--- src/rtl/intc_pkg.sv ---
package intc_pkg;
  localparam int DATA_W    = 32;
  localparam int NUM_BANKS = 2;
  localparam int BANK_SEL_W = (NUM_BANKS > 1) ? $clog2(NUM_BANKS) : 1;
  localparam int SOFT_BIT  = 1;

  // Bit positions that carry no source and hold no enable.
  localparam logic [DATA_W-1:0] UNUSED_BITS = 32'h0700_F401;
  localparam logic [DATA_W-1:0] SOFT_MASK   = DATA_W'(1) << SOFT_BIT;
  localparam logic [DATA_W-1:0] LIVE_MASK   = ~UNUSED_BITS;
  localparam logic [DATA_W-1:0] WIRE_MASK   = LIVE_MASK & ~SOFT_MASK;

  // Byte offsets inside one bank.
  localparam logic [7:0] OFS_MASKED = 8'h00;
  localparam logic [7:0] OFS_RAW    = 8'h04;
  localparam logic [7:0] OFS_ENABLE = 8'h08;
  localparam logic [7:0] OFS_CLEAR  = 8'h0C;
  localparam logic [7:0] OFS_SOFT   = 8'h10;

  typedef enum logic [1:0] {
    RD_NONE,
    RD_MASKED,
    RD_RAW,
    RD_ENABLE
  } rdKind_t;

  typedef struct packed {
    logic [NUM_BANKS-1:0]  setStb;
    logic [NUM_BANKS-1:0]  clrStb;
    logic [NUM_BANKS-1:0]  softStb;
    logic [BANK_SEL_W-1:0] rdBank;
    rdKind_t               rdKind;
  } strobe_t;
endpackage

--- src/rtl/intc_ctrl.sv ---
module intc_ctrl
  import intc_pkg::*;
#(
  parameter int ADDR_W = 9
) (
  input  logic [ADDR_W-1:0] regAddr,
  input  logic              regWrEn,
  output strobe_t           stb
);
  localparam int OFS_W = ADDR_W - BANK_SEL_W;

  logic [BANK_SEL_W-1:0] bankIdx;
  logic [OFS_W-1:0]      offset;
  logic                  hitEnable;
  logic                  hitClear;
  logic                  hitSoft;

  assign bankIdx   = regAddr[ADDR_W-1 -: BANK_SEL_W];
  assign offset    = regAddr[OFS_W-1:0];
  assign hitEnable = (offset == OFS_W'(OFS_ENABLE));
  assign hitClear  = (offset == OFS_W'(OFS_CLEAR));
  assign hitSoft   = (offset == OFS_W'(OFS_SOFT));

  // One write strobe of each kind per bank.
  for (genvar b = 0; b < NUM_BANKS; b++) begin : g_bankStb
    logic bankHit;
    assign bankHit         = regWrEn && (bankIdx == BANK_SEL_W'(b));
    assign stb.setStb[b]   = bankHit && hitEnable;
    assign stb.clrStb[b]   = bankHit && hitClear;
    assign stb.softStb[b]  = bankHit && hitSoft;
  end

  assign stb.rdBank = bankIdx;

  always_comb begin
    if (offset == OFS_W'(OFS_MASKED))      stb.rdKind = RD_MASKED;
    else if (offset == OFS_W'(OFS_RAW))    stb.rdKind = RD_RAW;
    else if (hitEnable)                    stb.rdKind = RD_ENABLE;
    else                                   stb.rdKind = RD_NONE;
  end
endmodule

--- src/rtl/intc_bank.sv ---
module intc_bank
  import intc_pkg::*;
(
  input  logic              clk,
  input  logic              rstN,
  input  logic [DATA_W-1:0] srcIn,
  input  logic [DATA_W-1:0] wrData,
  input  logic              setStb,
  input  logic              clrStb,
  input  logic              softStb,
  output logic [DATA_W-1:0] rawStat,
  output logic [DATA_W-1:0] maskedStat,
  output logic [DATA_W-1:0] enableQ,
  output logic              softQ,
  output logic              bankReq
);
  logic [DATA_W-1:0] setBits;
  logic [DATA_W-1:0] clrBits;
  logic [DATA_W-1:0] enableNext;

  assign setBits    = setStb ? wrData : '0;
  assign clrBits    = clrStb ? wrData : '0;
  assign enableNext = ((enableQ | setBits) & ~clrBits) & LIVE_MASK;

  always_ff @(posedge clk) begin
    if (!rstN) begin
      enableQ <= '0;
      softQ   <= 1'b0;
    end else begin
      if (setStb || clrStb) enableQ <= enableNext;
      if (softStb)          softQ   <= wrData[SOFT_BIT];
    end
  end

  assign rawStat    = (srcIn & WIRE_MASK) | (softQ ? SOFT_MASK : '0);
  assign maskedStat = rawStat & enableQ;
  assign bankReq    = |maskedStat;
endmodule

--- src/rtl/intc_datapath.sv ---
module intc_datapath
  import intc_pkg::*;
(
  input  logic                           clk,
  input  logic                           rstN,
  input  logic [DATA_W-1:0]              srcIn,
  input  logic [DATA_W-1:0]              wrData,
  input  strobe_t                        stb,
  output logic [DATA_W-1:0]              rdData,
  output logic [NUM_BANKS-1:0]           bankReq,
  output logic [NUM_BANKS-1:0][DATA_W-1:0] enableQ,
  output logic [NUM_BANKS-1:0]           softQ
);
  logic [NUM_BANKS-1:0][DATA_W-1:0] rawStat;
  logic [NUM_BANKS-1:0][DATA_W-1:0] maskedStat;

  for (genvar b = 0; b < NUM_BANKS; b++) begin : g_bank
    intc_bank bank_i (
      .clk        (clk),
      .rstN       (rstN),
      .srcIn      (srcIn),
      .wrData     (wrData),
      .setStb     (stb.setStb[b]),
      .clrStb     (stb.clrStb[b]),
      .softStb    (stb.softStb[b]),
      .rawStat    (rawStat[b]),
      .maskedStat (maskedStat[b]),
      .enableQ    (enableQ[b]),
      .softQ      (softQ[b]),
      .bankReq    (bankReq[b])
    );
  end

  always_comb begin
    rdData = '0;
    if (int'(stb.rdBank) < NUM_BANKS) begin
      unique case (stb.rdKind)
        RD_MASKED: rdData = maskedStat[stb.rdBank];
        RD_RAW:    rdData = rawStat[stb.rdBank];
        RD_ENABLE: rdData = enableQ[stb.rdBank];
        default:   rdData = '0;
      endcase
    end
  end
endmodule

--- src/rtl/dual_bank_intc.sv ---
module dual_bank_intc
  import intc_pkg::*;
#(
  parameter int ADDR_W = 9
) (
  input  logic              clk,
  input  logic              rstN,
  input  logic [31:0]       srcIn,
  input  logic [ADDR_W-1:0] regAddr,
  input  logic              regWrEn,
  input  logic [31:0]       regWrData,
  output logic [31:0]       regRdData,
  output logic              irqOut,
  output logic              fiqOut
);
  strobe_t                          stb;
  logic [NUM_BANKS-1:0]             bankReq;
  logic [NUM_BANKS-1:0][DATA_W-1:0] enableQ;
  logic [NUM_BANKS-1:0]             softQ;

  intc_ctrl #(.ADDR_W(ADDR_W)) ctrl_i (
    .regAddr (regAddr),
    .regWrEn (regWrEn),
    .stb     (stb)
  );

  intc_datapath dp_i (
    .clk     (clk),
    .rstN    (rstN),
    .srcIn   (srcIn),
    .wrData  (regWrData),
    .stb     (stb),
    .rdData  (regRdData),
    .bankReq (bankReq),
    .enableQ (enableQ),
    .softQ   (softQ)
  );

  assign irqOut = bankReq[0];
  assign fiqOut = bankReq[1];
endmodule

--- config.mk ---
export PLATFORM = sky130hd
export DESIGN_NAME = dual_bank_intc
export DESIGN_NICKNAME = d
export VERILOG_FILES = /design/src/rtl/intc_pkg.sv /design/src/rtl/intc_ctrl.sv /design/src/rtl/intc_bank.sv /design/src/rtl/intc_datapath.sv /design/src/rtl/dual_bank_intc.sv
export SDC_FILE = /design/constraint.sdc
export NUM_CORES = 1
export LEC_CHECK = 0
export CAP_MARGIN = 20
export CORE_UTILIZATION = 45
export CTS_CLUSTER_DIAMETER = 40
export DETAILED_ROUTE_END_ITERATION = 8
export HOLD_SLACK_MARGIN = 0.03
export PLACE_DENSITY = 0.81
export SYNTH_ARGS = -nofsm -noshare
export SYNTH_HDL_FRONTEND = slang
export SYNTH_HIERARCHICAL = 1
export SYNTH_SLANG_ARGS = --single-unit
export TNS_END_PERCENT = 50
--- constraint.sdc ---
create_clock -name clk -period 3.8 [get_ports clk]
set_clock_uncertainty 0.15 [all_clocks]
set_input_delay 0.76 -clock clk [delete_from_list [all_inputs] [get_ports clk]]
set_output_delay 0.76 -clock clk [all_outputs]
set_load 0.05 [all_outputs]
==> metrics.yaml <==
detailed_routing:
  drtAntennaViolNets: 0
  routedWlPerCell_um: 15.7
  drt-vias-per-instance: 5.33
  num_vias: 4194
  drc: 0
  drt-initial-drc-count: 231
  dr.pass1.iters: 5
  wirelength_um: 12400
clock_network:
  htree_levels: 2
  clkLatencyLatePin_ns: 0.30
  cts_num_sinks: 48
  cts_hold_buf: 0
  ctsLongestPathBuffers: 2
  cts_made_buffers: 5
  post-cts-setup-buffers: 0
  cts_root_buf: "clkbuf_8"
  cts_tree: "built"
  clk_pin_slew_ns: 0.09
grt:
  antenna_found_initial: 0
  grt.total_usage_pct: 22.5
  grt_pass1_wl_um: 20000
  grt_remaining_overflow: 0
  grt_max_degree: 49
  grt_pass1_vias: 4254
layout:
  drive_gt1_share_pct: 17.1
  fin_util_pct: 55.1
  area_delta_synth_final_pct: 19.6
  stdcell_area_um2: 5660
  multi_input_area_um2: 3130
  nFillCells: 912
  nets: 726
  antenna_cells: 0
  seq_area_um2: 961
timing:
  final_hold_viol_count: 0
  rsz0062_at_grt: "yes"
  fin_tns_setup_ns: 0
  final_max_slew_viol_count: 4
  timing.final.ws_setup_ns: 0.0845
  fmax_ghz: 0.269
  finalCritPeriodShare_pct: 97.8
  worst_pin_slew_ns: 1.59
  setup_viol: 0
  period_needed_ns: 3.72
  maxSlewHeadroom_pct: -7.21
logic_synthesis:
  synth_ff_type: "dfxtp_1"
  yosys.area.top_type_share_pct: 20.7
  synth.distinct_cells: 36
  yosysMostFrequentCell: "buf_4"
  syn_area_per_cell_um2: 7.64
  ys_ff_latch: 48
  synthCells: 619
  synth_edf_count: 0
  ys_top_cells_by_count: "buf_4 (107), mux2i_1 (98), nand2_1 (94)"
  synth_area_um2: 4730
  ys_async_sr_fraction_pct: 0
  yosys.area.top_type: "mux2i_1"
  yosys_warnings: 6
  yosysSeqAreaShare_pct: 20.3
  synthTopCellsByArea: "mux2i_1 (21%), dfxtp_1 (20%), buf_4 (17%), nand2_1 (7.5%), o22a_1 (5.9%)"
worst_hold_path:
  min_from: "dp_i/g_bank[0].bank_i/enableQ[29]"
  holdPathStages: 2
  hold_end: "dp_i/g_bank[0].bank_i/enableQ[29]"
  hold_class: "reg -> reg"
power_and_ir_drop:
  p_clk_share_pct: 35.2
  p_per_area_nw_per_um2: 197
  ir_drop_mv: 0.162
  combPwrFrac_pct: 19.7
  p_leak_nw: 2.41
  pwr-share-seq_pct: 45.0
  p_sw_uw: 289
  swShare_pct: 25.8
  p_int_uw: 829
setup_path:
  worstReg2RegStart: "dp_i/g_bank[1].bank_i/enableQ[20]"
  reg2reg_to: "dp_i/g_bank[1].bank_i/enableQ[20]"
  r2r_slack_ns: 2.99
  cp.required_ns: 2.89
  cp-end-kind: "primary output"
  crit_path_start_kind: "input pin"
  reg2reg_depth: 2
  cp_max_fo: 26
  cp.arrival_ns: 2.81
  critPathKind: "in -> out"
placed_design:
  place_hpwl_um: 8850
  place_ws_ns: -0.0644
  port_buffers: 81
  gp_congestion: 0.897
  place_area_um2: 5450
die:
  initial_core_util_pct: 46.0
  chipWidth_um: 105
  ioPinCount: 110
  fp.dieH_um: 105
  rows: 37
  die_area_um2: 10900
  core-area_um2: 10300
status:
  violations: "max-slew violations"
  status: "finished with violations"
run:
  cap_violations: 0
==> metal layers <==
layer | share of wire, % | track usage (%)
met4 | 2.1 | 7.76
met5 | 0 | 0
met3 | 5.1 | 3.62
met1 | 42 | 25.9
met2 | 51 | 41.8
==> cell families (layout without fill, tap and decap cells) <==
group           after synthesis  count (layout)  synth area share, %
simple gates                222             222                 23.6
buf+inv                     134             114                 20.0
compound gates              114             114                 15.0
mux                          98              98                 20.7
flops                        48              48                 20.3
other cells                   2              54                0.159
xor+xnor                      1               1                0.185
==> power by group through the flow <==
stage          Sequential [mW]  Combinational, mW  Clock (mW)
2_1_floorplan            0.515              0.182           0
3_3_place_gp             0.515              0.204           0
3_5_place_dp             0.515              0.212           0
4_1_cts                  0.503              0.213       0.396
5_1_grt                  0.503              0.236       0.417
6_report                 0.503              0.220       0.394
==> layout make-up <==
| cell class | instances | area share, % |
|---|---|---|
| multi-input cells | 489 | 55.3 |
| repair buffers | 105 | 22.5 |
| flip-flops and latches | 48 | 17.0 |
| well taps | 136 | 3.01 |
| clock buffers | 6 | 1.46 |
| clock inverters | 2 | 0.685 |
| inverters | 1 | 0.0663 |
==> placed cells by master, fill, tap and decap left out, drive strengths merged, types with 6 or more instances in the layout <==
cell	n
a21oi	46
and2	46
buf	50
clkbuf	6
clkdlybuf4s50	55
conb	54
dfxtp	48
mux2i	98
nand2	94
nor2	50
nor4	7
o21ai	32
o22a	32
==> repair_timing <==
action	in CTS	in global routing
gates resized for setup	9	28
hold endpoints to repair	0	0
setup endpoints to repair	14	23
pin swaps	0	1
==> critical path, stage by stage <==
cell and delay, ns:
clkdlybuf4s50_1 0.42, or3_4 0.41, nor4_2 0.24, buf_4 0.16, nand2_1 0.08, buf_12 0.18
o22a_1 0.21, o21ai_1 0.15, buf_12 0.18
==> worst max-delay path by stage <==
stage / to / start / cells after the start
2_1_floorplan: regRdData[18] / regAddr[5] / 5
3_3_place_gp: regRdData[31] / regAddr[5] / 8
3_5_place_dp: regRdData[30] / regAddr[5] / 9
4_1_cts: regRdData[3] / regAddr[5] / 9
5_1_grt: regRdData[21] / regAddr[5] / 9
6_report: regRdData[20] / regAddr[5] / 9
==> through the flow <==
stage | hold slack (ns) | cells | power, mW
finish | 0.345 | 787 | 1.12
global placement | 0.313 | 779 | 0.719
detailed placement | 0.327 | 779 | 0.727
global route | 0.377 | 787 | 1.16
CTS | 0.351 | 787 | 1.11
floorplan | 0.299 | 671 | 0.697
==> state kept, by name, indices dropped and copies added, names as in the netlist <==
name,cells
dp_i/g_bank.bank_i/enableQ,46
dp_i/g_bank.bank_i/softQ,2
No activity file was read; power rests on OpenSTA's default activity.
